==> src/rtl/nib_pkg.sv <==
// Shared encodings for the nibble accumulator core.
// Assumes a four-bit operation field in the top nibble of each instruction.
package nib_pkg;

    // Operation field of an instruction
    typedef enum logic [3:0] {
        OP_LDI  = 4'h0,
        OP_LDA  = 4'h1,
        OP_STA  = 4'h2,
        OP_SEL  = 4'h3,
        OP_ALI  = 4'h4,
        OP_ALR  = 4'h5,
        OP_NOP6 = 4'h6,
        OP_NOP7 = 4'h7,
        OP_JAI  = 4'h8,
        OP_JAR  = 4'h9,
        OP_JRL  = 4'hA,
        OP_JC   = 4'hB,
        OP_JZ   = 4'hC,
        OP_OUT  = 4'hD,
        OP_IN   = 4'hE,
        OP_NOPF = 4'hF
    } opcode_e;

    // Function held in the ALU selector register
    typedef enum logic [3:0] {
        ALU_ADD  = 4'h0,
        ALU_ADC  = 4'h1,
        ALU_SUB  = 4'h2,
        ALU_SBB  = 4'h3,
        ALU_AND  = 4'h4,
        ALU_OR   = 4'h5,
        ALU_XOR  = 4'h6,
        ALU_NOTA = 4'h7,
        ALU_PASB = 4'h8,
        ALU_SHL  = 4'h9,
        ALU_SHR  = 4'hA,
        ALU_RLC  = 4'hB,
        ALU_RRC  = 4'hC,
        ALU_INC  = 4'hD,
        ALU_DEC  = 4'hE,
        ALU_CMP  = 4'hF
    } alu_op_e;

    // Source of the next accumulator value
    typedef enum logic [2:0] {
        ACC_KEEP = 3'd0,
        ACC_IMM  = 3'd1,
        ACC_REG  = 3'd2,
        ACC_ALU  = 3'd3,
        ACC_PORT = 3'd4
    } acc_src_e;

    // Source of the next program counter
    typedef enum logic [1:0] {
        PC_STEP = 2'd0,
        PC_ABS  = 2'd1,
        PC_REL  = 2'd2
    } pc_sel_e;

    // Control bundle produced by the decoder
    typedef struct packed {
        acc_src_e acc_src;
        logic     reg_we;
        logic     sel_we;
        logic     flag_we;
        logic     out_we;
        logic     b_from_reg;
        logic     hi_from_reg;
        pc_sel_e  pc_sel;
    } ctrl_t;

endpackage

==> src/rtl/nib_decode.sv <==
// Instruction decoder: turns the operation field and current flags into
// the control bundle for one cycle. Purely combinational; conditional jumps
// are resolved here, so the top only sees step, absolute or relative.
module nib_decode
    import nib_pkg::*;
(
    input  opcode_e op,
    input  logic    carry,
    input  logic    zero,
    output ctrl_t   ctrl
);

    // Map each operation to its control settings
    always_comb begin
        ctrl = '0;
        case (op)
            OP_LDI:  ctrl.acc_src = ACC_IMM;
            OP_LDA:  ctrl.acc_src = ACC_REG;
            OP_STA:  ctrl.reg_we  = 1'b1;
            OP_SEL:  ctrl.sel_we  = 1'b1;
            OP_ALI: begin
                ctrl.acc_src = ACC_ALU;
                ctrl.flag_we = 1'b1;
            end
            OP_ALR: begin
                ctrl.acc_src    = ACC_ALU;
                ctrl.flag_we    = 1'b1;
                ctrl.b_from_reg = 1'b1;
            end
            OP_NOP6, OP_NOP7, OP_NOPF: ctrl.pc_sel = PC_STEP;
            OP_JAI:  ctrl.pc_sel = PC_ABS;
            OP_JAR: begin
                ctrl.pc_sel      = PC_ABS;
                ctrl.hi_from_reg = 1'b1;
            end
            OP_JRL:  ctrl.pc_sel = PC_REL;
            OP_JC:   ctrl.pc_sel = carry ? PC_ABS : PC_STEP;
            OP_JZ:   ctrl.pc_sel = zero ? PC_ABS : PC_STEP;
            OP_OUT:  ctrl.out_we  = 1'b1;
            OP_IN:   ctrl.acc_src = ACC_PORT;
        endcase
    end

endmodule

==> src/rtl/nib_alu.sv <==
// Sixteen-function ALU of DW bits. Produces a result, a carry/borrow and a
// zero indication. Compare returns A unchanged and flags on A-B.
// Assumes DW >= 2.
module nib_alu
    import nib_pkg::*;
#(
    parameter int DW = 4
) (
    input  alu_op_e       op,
    input  logic [DW-1:0] a,
    input  logic [DW-1:0] b,
    input  logic          cin,
    output logic [DW-1:0] y,
    output logic          cout,
    output logic          zf
);

    logic [DW:0]   wide;
    logic [DW-1:0] zsrc;

    // Compute result and carry for the selected function
    always_comb begin
        wide = '0;
        y    = a;
        cout = 1'b0;
        zsrc = '0;
        case (op)
            ALU_ADD: begin
                wide = {1'b0, a} + {1'b0, b};
                y = wide[DW-1:0]; cout = wide[DW];
            end
            ALU_ADC: begin
                wide = {1'b0, a} + {1'b0, b} + {{DW{1'b0}}, cin};
                y = wide[DW-1:0]; cout = wide[DW];
            end
            ALU_SUB: begin
                wide = {1'b0, a} - {1'b0, b};
                y = wide[DW-1:0]; cout = wide[DW];
            end
            ALU_SBB: begin
                wide = {1'b0, a} - {1'b0, b} - {{DW{1'b0}}, cin};
                y = wide[DW-1:0]; cout = wide[DW];
            end
            ALU_AND:  y = a & b;
            ALU_OR:   y = a | b;
            ALU_XOR:  y = a ^ b;
            ALU_NOTA: y = ~a;
            ALU_PASB: y = b;
            ALU_SHL: begin
                y = {a[DW-2:0], 1'b0}; cout = a[DW-1];
            end
            ALU_SHR: begin
                y = {1'b0, a[DW-1:1]}; cout = a[0];
            end
            ALU_RLC: begin
                y = {a[DW-2:0], cin}; cout = a[DW-1];
            end
            ALU_RRC: begin
                y = {cin, a[DW-1:1]}; cout = a[0];
            end
            ALU_INC: begin
                wide = {1'b0, a} + (DW+1)'(1);
                y = wide[DW-1:0]; cout = wide[DW];
            end
            ALU_DEC: begin
                wide = {1'b0, a} - (DW+1)'(1);
                y = wide[DW-1:0]; cout = wide[DW];
            end
            ALU_CMP: begin
                wide = {1'b0, a} - {1'b0, b};
                y = a; cout = wide[DW];
            end
        endcase
        zsrc = (op == ALU_CMP) ? wide[DW-1:0] : y;
    end

    // Zero flag follows the result, or the difference for compare
    always_comb zf = (zsrc == '0);

endmodule

==> src/rtl/nib_regfile.sv <==
// Bank of DEPTH working registers, DW bits each, one write and one
// asynchronous read port. Cleared by synchronous active-low reset.
module nib_regfile #(
    parameter int DW    = 4,
    parameter int DEPTH = 16
) (
    input  logic                     clk,
    input  logic                     rst_n,
    input  logic                     we,
    input  logic [$clog2(DEPTH)-1:0] wr_idx,
    input  logic [DW-1:0]            wr_data,
    input  logic [$clog2(DEPTH)-1:0] rd_idx,
    output logic [DW-1:0]            rd_data
);

    localparam int IDX_W = $clog2(DEPTH);

    logic [DEPTH*DW-1:0] flat;

    for (genvar g = 0; g < DEPTH; g++) begin : g_cell
        logic [DW-1:0] cell_q;

        // Hold one register; load when addressed
        always_ff @(posedge clk) begin
            if (!rst_n)
                cell_q <= '0;
            else if (we && wr_idx == IDX_W'(g))
                cell_q <= wr_data;
        end

        assign flat[g*DW +: DW] = cell_q;
    end

    // Read the addressed register
    always_comb rd_data = flat[rd_idx*DW +: DW];

endmodule

==> src/rtl/nib_portbank.sv <==
// Registered output ports and input port selection. Each output port holds
// its value until addressed by a write; the input side is a plain mux.
module nib_portbank #(
    parameter int DW    = 4,
    parameter int COUNT = 16
) (
    input  logic                     clk,
    input  logic                     rst_n,
    input  logic                     we,
    input  logic [$clog2(COUNT)-1:0] idx,
    input  logic [DW-1:0]            wr_data,
    input  logic [COUNT*DW-1:0]      in_flat,
    output logic [DW-1:0]            in_data,
    output logic [COUNT*DW-1:0]      out_flat
);

    localparam int IDX_W = $clog2(COUNT);

    for (genvar g = 0; g < COUNT; g++) begin : g_port
        logic [DW-1:0] port_q;

        // Latch the accumulator into this port when addressed
        always_ff @(posedge clk) begin
            if (!rst_n)
                port_q <= '0;
            else if (we && idx == IDX_W'(g))
                port_q <= wr_data;
        end

        assign out_flat[g*DW +: DW] = port_q;
    end

    // Select the addressed input port
    always_comb in_data = in_flat[idx*DW +: DW];

    // Ports hold whenever no write is requested
    assert_port_hold_R11: assert property (@(posedge clk) disable iff (!rst_n)
        (rst_n && !we) |=> $stable(out_flat));

endmodule

==> src/rtl/nib_core.sv <==
// Single-cycle accumulator processor with a DATA_W-bit data path and a
// 2*DATA_W-bit program counter. The program store must answer prog_addr
// combinationally within the same cycle; all state updates on the rising
// edge. Assumes DATA_W = 4 for the operation field width.
module nib_core
    import nib_pkg::*;
#(
    parameter int DATA_W = 4
) (
    input  logic                         clk,
    input  logic                         rst_n,
    output logic [2*DATA_W-1:0]          prog_addr,
    input  logic [2*DATA_W-1:0]          prog_data,
    input  logic [(2**DATA_W)*DATA_W-1:0] in_ports,
    output logic [(2**DATA_W)*DATA_W-1:0] out_ports
);

    localparam int ADDR_W = 2 * DATA_W;
    localparam int SLOTS  = 2 ** DATA_W;

    logic [ADDR_W-1:0] pc_q, pc_d;
    logic [DATA_W-1:0] acc_q, acc_d;
    logic              carry_q, zero_q;
    alu_op_e           alu_sel_q;

    opcode_e           op;
    logic [DATA_W-1:0] imm;
    ctrl_t             ctrl;
    logic [DATA_W-1:0] reg_rd, port_rd, alu_b, alu_y, hi_nib;
    logic              alu_c, alu_z;

    // Split the fetched instruction
    always_comb begin
        op  = opcode_e'(prog_data[ADDR_W-1 -: DATA_W]);
        imm = prog_data[DATA_W-1:0];
    end

    nib_decode u_decode (
        .op    (op),
        .carry (carry_q),
        .zero  (zero_q),
        .ctrl  (ctrl)
    );

    nib_regfile #(.DW(DATA_W), .DEPTH(SLOTS)) u_regs (
        .clk     (clk),
        .rst_n   (rst_n),
        .we      (ctrl.reg_we),
        .wr_idx  (imm),
        .wr_data (acc_q),
        .rd_idx  (imm),
        .rd_data (reg_rd)
    );

    nib_portbank #(.DW(DATA_W), .COUNT(SLOTS)) u_ports (
        .clk      (clk),
        .rst_n    (rst_n),
        .we       (ctrl.out_we),
        .idx      (imm),
        .wr_data  (acc_q),
        .in_flat  (in_ports),
        .in_data  (port_rd),
        .out_flat (out_ports)
    );

    // Second ALU operand and jump high nibble
    always_comb begin
        alu_b  = ctrl.b_from_reg  ? reg_rd : imm;
        hi_nib = ctrl.hi_from_reg ? reg_rd : imm;
    end

    nib_alu #(.DW(DATA_W)) u_alu (
        .op   (alu_sel_q),
        .a    (acc_q),
        .b    (alu_b),
        .cin  (carry_q),
        .y    (alu_y),
        .cout (alu_c),
        .zf   (alu_z)
    );

    // Choose the next accumulator value
    always_comb begin
        case (ctrl.acc_src)
            ACC_IMM:  acc_d = imm;
            ACC_REG:  acc_d = reg_rd;
            ACC_ALU:  acc_d = alu_y;
            ACC_PORT: acc_d = port_rd;
            default:  acc_d = acc_q;
        endcase
    end

    // Choose the next program counter
    always_comb begin
        case (ctrl.pc_sel)
            PC_ABS:  pc_d = {hi_nib, acc_q};
            PC_REL:  pc_d = pc_q + {{DATA_W{imm[DATA_W-1]}}, imm};
            default: pc_d = pc_q + ADDR_W'(1);
        endcase
    end

    // Commit program counter, accumulator, flags and selector
    always_ff @(posedge clk) begin
        if (!rst_n) begin
            pc_q      <= '0;
            acc_q     <= '0;
            carry_q   <= 1'b0;
            zero_q    <= 1'b0;
            alu_sel_q <= ALU_ADD;
        end else begin
            pc_q  <= pc_d;
            acc_q <= acc_d;
            if (ctrl.flag_we) begin
                carry_q <= alu_c;
                zero_q  <= alu_z;
            end
            if (ctrl.sel_we)
                alu_sel_q <= alu_op_e'(imm);
        end
    end

    assign prog_addr = pc_q;

    // Flags change only on ALU instructions
    assert_flags_hold_R5: assert property (@(posedge clk) disable iff (!rst_n)
        (rst_n && op != OP_ALI && op != OP_ALR) |=> $stable({carry_q, zero_q}));

    // Selector changes only on the select instruction
    assert_sel_hold_R4: assert property (@(posedge clk) disable iff (!rst_n)
        (rst_n && op != OP_SEL) |=> $stable(alu_sel_q));

    // Register load brings the register value into the accumulator
    assert_reg_load_R3: assert property (@(posedge clk) disable iff (!rst_n)
        (rst_n && op == OP_LDA) |=> acc_q == $past(reg_rd));

    // Immediate absolute jump target
    assert_abs_jump_R8: assert property (@(posedge clk) disable iff (!rst_n)
        (rst_n && op == OP_JAI) |=> prog_addr == {$past(imm), $past(acc_q)});

    // Relative jump adds the sign-extended offset to its own address
    assert_rel_jump_R9: assert property (@(posedge clk) disable iff (!rst_n)
        (rst_n && op == OP_JRL) |=> prog_addr == $past(pc_q) + {{DATA_W{$past(imm[DATA_W-1])}}, $past(imm)});

    // Carry jump falls through when carry is clear
    assert_jc_fall_R10: assert property (@(posedge clk) disable iff (!rst_n)
        (rst_n && op == OP_JC && !carry_q) |=> prog_addr == $past(pc_q) + ADDR_W'(1));

    // No-operation opcodes only step the counter
    assert_nop_step_R12: assert property (@(posedge clk) disable iff (!rst_n)
        (rst_n && (op == OP_NOP6 || op == OP_NOP7 || op == OP_NOPF))
        |=> (prog_addr == $past(pc_q) + ADDR_W'(1)) && $stable(acc_q));

endmodule

==> config.mk <==
export PLATFORM = sky130hd
export DESIGN_NAME = nib_core
export DESIGN_NICKNAME = d
export VERILOG_FILES = /design/src/rtl/nib_pkg.sv /design/src/rtl/nib_decode.sv /design/src/rtl/nib_alu.sv /design/src/rtl/nib_regfile.sv /design/src/rtl/nib_portbank.sv /design/src/rtl/nib_core.sv
export SDC_FILE = /design/constraint.sdc
export NUM_CORES = 1
export LEC_CHECK = 0
export ABC_CLOCK_PERIOD_IN_PS = 4700
export CELL_PAD_IN_SITES_DETAIL_PLACEMENT = 0
export CELL_PAD_IN_SITES_GLOBAL_PLACEMENT = 1
export CORE_ASPECT_RATIO = 2
export CORE_MARGIN = 2
export CORE_UTILIZATION = 40
export DETAILED_ROUTE_END_ITERATION = 12
export PLACE_DENSITY_LB_ADDON = 0.1
export SYNTH_ARGS = -nofsm -noshare
export SYNTH_HDL_FRONTEND = slang
export SYNTH_SLANG_ARGS = --single-unit
==> constraint.sdc <==
create_clock -name clk -period 4.7 [get_ports clk]
set_input_delay 0.94 -clock clk [delete_from_list [all_inputs] [get_ports clk]]
set_output_delay 0.94 -clock clk [all_outputs]
set_load 0.02 [all_outputs]
**Word level (Yosys, flattened, before mapping)**

Index checks and enable logic that the tools add are counted.

- Bits in registers: 146
- Output and inout bits: 72

- $add $sub $neg: 8
- Equal/unequal tests: 48
- Shift-type cells: 2
- Multiplexer cells: 17
- Bitwise logic cells: 4
- Reduce and logical (&&, ||, !) cells: 42

Operators with widths:

| operator | count |
|---|---|
| variable part select 64 x 7 -> 4 bit | 2 |
| equality test 4 bit, second input constant | 23 |
| case mux 4 bit (16 select lines) | 1 |
| equality test 4 x 3 -> 1 bit, second input constant | 10 |
| logical AND 1 bit | 32 |
| equality test 4 x 2 -> 1 bit, second input constant | 6 |
| zero test 4 bit | 4 |
| case mux 4 bit (4 select lines) | 1 |
| case mux 8 bit (2 select lines) | 1 |
| equality test 4 x 1 -> 1 bit, second input constant | 3 |
| 2-to-1 mux 4 bit | 3 |
| case mux 3 bit (4 select lines) | 1 |
| OR reduction 2 bit | 5 |
| adder 8 x 1 -> 8 bit, second input constant | 1 |
| adder 8 bit | 1 |
| 2-to-1 mux 1 bit | 8 |
| case mux 1 bit (8 select lines) | 1 |
| case mux 2 bit (4 select lines) | 1 |
| equality test 3 x 2 -> 1 bit, second input constant | 2 |
| adder 4 x 1 -> 5 bit, second input constant | 1 |
| adder 4 x 4 -> 5 bit | 1 |
| adder 5 x 1 -> 5 bit | 1 |
| subtractor 4 x 1 -> 5 bit, second input constant | 1 |
| subtractor 4 x 4 -> 5 bit | 1 |
| other kinds (10) | 10 |

**Logic depth before layout (Yosys ltp)**

Gate-level depths: netlist of run 1.

- Word-level depth: 8
- Gate-level depth with buffers: 19

**Hierarchy**

A second synthesis of run 1 with hierarchy kept.

- Cell total of the unflattened synthesis: 1052
- Area total of the unflattened synthesis: 9147.5 sq um

Modules (own cells, without submodules):

| module | instances | cells an instance | area each (sq um) |
|---|---|---|---|
| nib_regfile | 1 | 349 | 3234.4 |
| nib_portbank | 1 | 351 | 3228.1 |
| nib_alu | 1 | 191 | 1375.1 |
| nib_core | 1 | 140 | 1188.6 |
| nib_decode | 1 | 21 | 121.4 |

**Least setup slack after synthesis of run 1**

Ideal clock, no wire load.

- Kind: input to register
- Start: input port prog_data[1]
- End: register zero_q
- Library setup time: 0.091 ns
- Data arrival time: 4.223 ns
- Slack: 0.386 ns
- Stages: 18
- Path buffers: 3
- Cells stage by stage: buf_6 -> buf_6 -> nor2b_1 -> buf_2 -> a221o_1 -> o22a_2 -> nand2_1 -> o21ai_0 -> fa_1 -> inv_1 -> ha_1 -> xnor3_1 -> nand4_1 -> o211ai_1 -> a211o_1 -> a211oi_1 -> nand4_1 -> a311oi_1

- Word-level cells in the longest chain between the ends: 7
- Elaborated cells on any way between the ends: 12

Ends and longest elaborated chain:

| element | RTL line | RTL |
|---|---|---|
| start: declaration | nib_core.sv:13 | `input logic [2*DATA_W-1:0] prog_data,` |
| variable part select 64 x 7 -> 4 bit | nib_regfile.sv:35 | `always_comb rd_data = flat[rd_idx*DW +: DW];` |
| 2-to-1 mux 4 bit (*) | nib_core.sv:68 | `alu_b = ctrl.b_from_reg ? reg_rd : imm;` |
| subtractor 4 x 4 -> 5 bit or adder 4 x 4 -> 5 bit (tied branches) | - |  |
| subtractor 5 x 1 -> 5 bit or adder 5 x 1 -> 5 bit (tied branches) | nib_alu.sv:41, nib_alu.sv:33 |  |
| case mux 4 bit (16 select lines) | nib_alu.sv:27 | `case (op)` |
| 2-to-1 mux 4 bit (*) | nib_alu.sv:74 | `zsrc = (op == ALU_CMP) ? wide[DW-1:0] : y;` |
| zero test 4 bit (*) | nib_alu.sv:78 | `always_comb zf = (zsrc == '0);` |
| end signal: assignment | nib_core.sv:115 | `zero_q <= alu_z;` |
| end: declaration | nib_core.sv:23 | `logic carry_q, zero_q;` |

Every way passes the cells marked *; elsewhere a longest branch is shown, timed or not.
A chain may end at the register's enable or synchronous reset.

**Worst setup path in the final report of run 1**

- Start: input port prog_data[3]
- End: register zero_q

The elaborated chain is that of the path after synthesis.

==> results.md, run 1 <==
* Type of the worst setup path: input pin to flip-flop
* Largest net degree at the start of global routing at between 60 and 70
* Synth-to-layout area growth at 30.8%
* Total CTS buffers at 17
* Gr ovfl total at 0
* P_leak at about 4 nW
* RR Endpoint: zero_q
* Die Area at 22200 sq um
* RSZ-0062 raised after global routing: false
* WL/cell at about 21 microns
* Post-Place Cells at approximately 1400
* Setup Buffers After CTS at 0
* Predominant post-synthesis flop cell: dfxtp_1
* Via density at 5.57
* Hold path depth at 2
* Worst r2r src: u_regs.g_cell[3].cell_q[0]
* Netlist cell types at between 70 and 80
* Clock Tree Buf Depth at 2
* Post-Synth Simple-Gate Area at 0.211
* Tot GR Track Use at 0.272
* Clock Latency Late Sink at ~420 ps
* Avg Synthesized Cell Area at ~8.5 sq um
* Port Buffer Count at 145
* Area fraction in compound gates after synthesis at 0.148
* Remaining routing DRC violations at 0
* Initial antenna violation count at 0
* Mux cell area share after synthesis at 0.169
* Worst path arrival time at 4810 ps
* # nets final at around 1200
* Met3 wire length at 1150 microns
* Final Core Density at 0.527
* # rows at between 70 and 80
* Fin cells at 1417
* Worst Tran Pin Value at between 900 and 1000 ps
* Largest family of logic cells by synthesized area: simple AND/OR/NAND/NOR gates
* Die Wd at between 100 and 150 microns
* Post-synthesis sequential area ratio at 0.348
* Routed Antenna Nets at 0
* Synth Area in XOR/XNOR at 0.0216
* Filler Cell Count at between 2000 and 2500
* Startpoint class of the critical path: input pin
* CTS Sinks at roughly 150
* Pwr dens at about 300 nW/um^2
* Critical-path maximum fanout at 14
* Seq cells post-synth at approximately 150
* WL final at slightly above 30000 microns
* Critical Path End Type: flip-flop
* Min Clock Period, post-route at 4470 ps
* Top routing layer in use: met4
* ANT cells at 0
* Worst setup path start: prog_data[3]
* Critical path required time at about 5000 ps
* Maxcap violations at 0
* Adder-Cell Fraction of Synth Area at 0.0459
* DR iter-0 viols at about 400
* Post-route clock period utilization at 0.951
* Share of synthesized registers carrying an async set or reset at 0
* Total power draw at approximately 3.3 mW
* Post-synth EDFFs at 0
* Worst Hold Class: flip-flop to flip-flop
* Core area at 20800 sq um
* Reg2Reg Depth at 17
* Vias in the first global route at between 7000 and 8000
* Worst hold slack at 453 ps
* Fin. Hold Viols at 0
* Post-CTS Hold Fix Bufs at 0
* Outcome: completed
* Proportion of layout cells with a drive suffix above 1 at 0.128
* Final Setup Violations at 0
* Hold_sp: u_regs.g_cell[8].cell_q[1]
* Drt pass-1 iters at 5
* Wl on met1 at around 11000 microns
* Met2 WL at approximately 17000 microns
* YS warnings at 0
* IO Count at 146
* CTS tree: yes
* Worst Hold Path EP: u_regs.g_cell[8].cell_q[1]
* Worst vdd ir at 0.312 mV
* Setup slack, reg-to-reg at 890 ps
* Root Buffer: clkbuf_16
* Post-DP HPWL at about 22000 microns
* Slew Limit Headroom at 0.336
* Slew Limit Fails at 0
* Vias after detailed routing at a little under 8000
* First-pass GRT wire length at around 46000 microns
* Fmax at between 0.2 and 0.25 GHz
* Syn Nets at approximately 1100
* Cells after Synth at about 990
* Post-Syn Area at 8390 sq um
* Initial Util at 0.403
* Htree depth at 4
* Worst-path clk slew at 60 ps
* Post-route clock skew at around 7 ps
* Die H at around 210 microns
* CTS-repair resized insts at 0
* GPL Wtd Cong at roughly 0.96
[synth_stat cells, drive strengths merged (7+ instances only)]
cell,n,share of area
nand2,96,0.043
clkbuf,54,0.024
mux2i,64,0.076
inv,24,0.011
a21oi,102,0.061
o22ai,7,0.0060
mux4,33,0.089
a31oi,8,0.0060
dfxtp,146,0.35
buf,30,0.021
nand3,71,0.042
xnor2,7,0.0073
o21ai,29,0.017
nor2b,13,0.0097
ha,26,0.039
nor2,137,0.062
nor3,10,0.0072
and3,11,0.0082
nand4,7,0.0052
nand2b,14,0.010
[per-stage QoR]
step	setup slack [ps]	setup TNS (ps)	cell area [sq um]
6_report	231	0	11000
5_1_grt	19.3	0	11000
4_1_cts	215	0	11000
3_5_place_dp	-234	-666	10300
3_3_place_gp	-175	-479	10300
2_1_floorplan	386	0	8390
[cell type report]
cell class                 count  area [sq um]  area share
tap                          269           337      0.0306
inverter                      26           100     0.00911
timing repair buffer         212          1980       0.180
sequential                   146          2920       0.266
clock inverter                13           200      0.0182
clock buffer                  19           443      0.0403
multi-input combinational    732          5000       0.455
[metal layers]
metal / vias to the layer above / GRT usage
met1: 3797 / 0.273
met2: 234 / 0.522
li1: 3784 / -
met4: 0 / 0.159
met5: - / 0
met3: 79 / 0.0337
[power by group]
part           switching [mW]  total (mW)  internal, mW  leakage (nW)
Clock                   0.575        1.49         0.915         0.311
Combinational           0.308       0.570         0.263          2.49
Sequential             0.0154        1.26          1.25          1.18
[placed cells by master, fill, tap and decap left out, drive strengths merged, types with 8 or more instances in the layout]
cell           count
nor2             137
and3              11
ha                26
mux2i             64
a21oi            102
nand2             96
mux4              33
nand2b            14
clkdlybuf4s50    143
o21ai             29
a31oi              8
buf               69
clkbuf            19
nor3              10
inv               29
nand3             71
nor2b             13
dfxtp            146
[cells by family after synthesis]
family | Yosys count
multiplexers | 100
AO/OA/AOI/OAI | 202
buffers and inverters | 110
AND/OR/NAND/NOR | 385
flip-flops | 146
XOR/XNOR | 16
adder cells (fa/ha/maj) | 29
[flip-flops by register name, indices dropped and copies added (netlist names)]
name and count:
u_regs.g_cell.cell_q 64, u_ports.g_port.port_q 64, alu_sel_q 4, acc_q 4, zero_q 1, carry_q 1, prog_addr 8
[worst max-delay path by stage]
stage          endpoint
3_5_place_dp     zero_q
4_1_cts          zero_q
6_report         zero_q
3_3_place_gp     zero_q
5_1_grt          zero_q
2_1_floorplan    zero_q
[critical path, stage by stage]
cell             delay [ps]
clkdlybuf4s50_1         500
buf_12                  160
mux4_2                  290
mux2i_1                 140
mux2_2                  200
o21a_1                  160
inv_1                    70
ha_1                    190
inv_1                    70
fa_1                    420
inv_1                    90
ha_1                    180
xnor3_1                 230
nand4_1                 100
o211ai_1                110
a211o_1                 270
a211oi_1                290
nand4_1                 140
a311oi_1                260
Power figures use the tool's default switching activity.
==> run 2: changes to the inputs <==
--- a/config.mk
+++ b/config.mk
@@ -5,12 +5,13 @@
 export SDC_FILE = /design/constraint.sdc
 export NUM_CORES = 1
 export LEC_CHECK = 0
+export ABC_AREA = 1
 export ABC_CLOCK_PERIOD_IN_PS = 4700
 export CELL_PAD_IN_SITES_DETAIL_PLACEMENT = 0
 export CELL_PAD_IN_SITES_GLOBAL_PLACEMENT = 1
 export CORE_ASPECT_RATIO = 2
 export CORE_MARGIN = 2
-export CORE_UTILIZATION = 40
+export CORE_UTILIZATION = 37
 export DETAILED_ROUTE_END_ITERATION = 12
 export PLACE_DENSITY_LB_ADDON = 0.1
 export SYNTH_ARGS = -nofsm -noshare
==> results.md, run 2 <==
* Die Area at 22200 sq um (about the same)
* Outcome: completed
* Slew Limit Headroom at 0.399 (+0.0630)
* # rows at 75 (unchanged)
* Pwr dens at 300 nW/um^2 (-0.89%)
* Startpoint class of the critical path: input pin
* Maxcap violations at 0 (unchanged)
* Fin worst setup slack at 435 ps (+204 ps)
* Routed Antenna Nets at 0 (unchanged)
* Gr ovfl total at 0 (unchanged)
* Post-route setup TNS at 0 ps (unchanged)
* Worst r2r src: acc_q[0]
* Via density at 5.17 (-7.1%)
* Clock Tree Buf Depth at 2 (unchanged)
* Filler Cell Count at 2119 (+3.7%)
* Worst setup path start: prog_data[0]
* Post-route clock skew at 11.1 ps (+3.98 ps)
* P_leak at 4.45 nW (+12%)
* Min Clock Period, post-route at 4270 ps (-204 ps)
* Drt pass-1 iters at 5 (unchanged)
* IO Count at 146 (unchanged)
* Root Buffer: clkbuf_16
* Post-place setup slack at 91.0 ps (+325 ps)
* Critical path required time at 5050 ps (about the same)
* ANT cells at 0 (unchanged)
* GPL Wtd Cong at 0.931 (-3.0%)
* Proportion of layout cells with a drive suffix above 1 at 0.0652 (-0.0628)
* Critical Path End Type: flip-flop
* Vias after detailed routing at 8135 (+3.1%)
* Port Buffer Count at 145 (unchanged)
* Most frequent cells in the layout: nand2_1 (271), o21ai_0 (174), a21oi_1 (159)
* Area contributors post-synth: dfxtp_1 (38%), nand2_1 (13%), o21ai_0 (11%), a21oi_1 (10%), inv_1 (4.8%)
* Syn Nets at 1251 (+15%)
* Synth top area share at 0.377 (+0.0284)
* Critical-path top delay cell: fa_1
* Post-DP HPWL at 19100 microns (-14%)
* CTS-repair resized insts at 0 (unchanged)
* Htree depth at 4 (unchanged)
* Cells after Synth at 1148 (+16%)
* Post-synthesis sequential area ratio at 0.377 (+0.0284)
* Setup Buffers After CTS at 0 (unchanged)
* Post-synth top area cell: dfxtp_1
* CTS tree: yes
* WL final at 26500 microns (-12%)
* Critical-path maximum fanout at 28 (+14)
* Total CTS buffers at 17 (unchanged)
* Worst-path clk slew at 60 ps (about the same)
* Tot GR Track Use at 0.239 (-0.0334)
* WL/cell at 16.9 microns (-21%)
* Crit path top cell by count: nand2_1
* Worst Tran Pin Value at 900 ps (-82.5 ps)
* Fin cells at 1572 (+11%)
* RSZ-0062 raised after global routing: false
* Top cells by count, synth: nand2_1 (271), o21ai_0 (174), a21oi_1 (159), dfxtp_1 (146), inv_1 (99)
* Post-route clock period utilization at 0.907 (-0.0434)
* Remaining routing DRC violations at 0 (unchanged)
* First-pass GRT wire length at 42000 microns (-7.8%)
* Vias in the first global route at 8003 (+1.1%)
* Slowest stage delay, CP at 520 ps (+20 ps)
* Post-CTS Hold Fix Bufs at 0 (unchanged)
* Share of synthesized registers carrying an async set or reset at 0 (unchanged)
* DR iter-0 viols at 411 (+3.3%)
* Initial antenna violation count at 0 (unchanged)
* Core area at 20700 sq um (-0.45%)
* Synth-to-layout area growth at 30.2%
* Post-Place Cells at 1541 (+11%)
* Critical path depth at 30 (+11)
* Worst path arrival time at 4620 ps (-190 ps)
* Total power draw at 3.03 mW (-8.8%)
* Post-Syn Area at 7760 sq um (-7.5%)
* RR Endpoint: zero_q
* Avg Synthesized Cell Area at 6.76 sq um (-20%)
* Clock Latency Late Sink at 420 ps (about the same)
* Initial Util at 0.374 (-0.0286)
* Final Setup Violations at 0 (unchanged)
* # nets final at 1394 (+13%)
* Worst Hold Class: flip-flop to flip-flop
* WP buf/inv at 8 (+3)
* Seq cells post-synth at 146 (unchanged)
* Reg2Reg Depth at 19 (+2)
* Fin. Hold Viols at 0 (unchanged)
* Largest net degree at the start of global routing at 98 (+44%)
* Worst vdd ir at 0.200 mV (-36%)
* Post-synth EDFFs at 0 (unchanged)
* CP delay by family, top: simple AND/OR/NAND/NOR gates
* Setup crit end: zero_q
* Netlist cell types at 39 (-46%)
* Worst hold slack at 482 ps (+29.0 ps)
* Type of the worst setup path: input pin to flip-flop
* Die H at 209 microns (about the same)
* Die Wd at 106 microns (about the same)
* YS warnings at 0 (unchanged)
* Cell with the most instances after synthesis: nand2_1
* Setup slack, reg-to-reg at 1490 ps (+600 ps)
* Commonest non-fill, non-tap cell in the layout: nand2_1
* Fmax at 0.234 GHz (+4.8%)
* Slew Limit Fails at 0 (unchanged)
* CTS Sinks at 146 (unchanged)
* Predominant post-synthesis flop cell: dfxtp_1
run 2: changes by cell type after synthesis, sizes merged, moves of 33 or more:
cell,previous run,this run
o21ai,29,177
inv,24,105
mux2i,64,0
a21oi,102,161
mux4,33,0
nor2,137,82
nand2,96,273
run 2: worst min-delay path by stage:
stage	from	endpoint	cells after the start	slack [ps]
floorplan	zero_q	zero_q	2	460
finish	zero_q	zero_q	2	480
detailed placement	zero_q	zero_q	2	470
CTS	zero_q	zero_q	2	480
global route	zero_q	zero_q	2	500
global placement	zero_q	zero_q	2	470
run 2: layout make-up:
class,count,area (sq um),share of cell area
clock buffers,17,425,0.0421
clock inverters,14,144,0.0142
inverters,109,414,0.0410
multi-input cells,844,4180,0.414
flip-flops and latches,146,2920,0.289
well taps,269,337,0.0333
repair buffers,173,1680,0.166
run 2: power breakdown:
part	internal (mW)	switching, mW	total (mW)
clock	0.744	0.582	1.33
combinational	0.167	0.266	0.433
sequential	1.25	0.0218	1.27
total	2.16	0.870	3.03
run 2: kinds of logic (layout without fill, tap and decap cells):
family                     after synthesis  after routing  synth area share
buffers and inverters                  158            313            0.0843
adders and majority gates               29             29            0.0497
and+or+nand+nor                        423            423             0.223
DFF                                    146            146             0.377
AOI/OAI and AO/OA                      388            388             0.261
xor gates and xnor gates                 4              4           0.00451
run 2: worst reg2reg max path: cells and delay by family (launching register included):
kind	cells	cell delay, ps
compound gates	2	330
fa+ha+maj	3	980
buf+inv	5	760
flops	1	430
simple gates	9	630
run 2: through the flow:
stage | util | cell area [sq um]
global route | 0.487 | 10100
finish | 0.487 | 10100
floorplan | - | 7760
global placement | 0.460 | 9540
CTS | 0.487 | 10100
detailed placement | 0.460 | 9540
run 2: layer usage:
metal  part of all wire  global-route usage  vias up
met3              0.049              0.0306       41
met5                  0                   0        -
li1                   -                   -     4140
met1               0.45               0.315     3696
met2               0.48               0.404      258
met4              0.024              0.0761        0
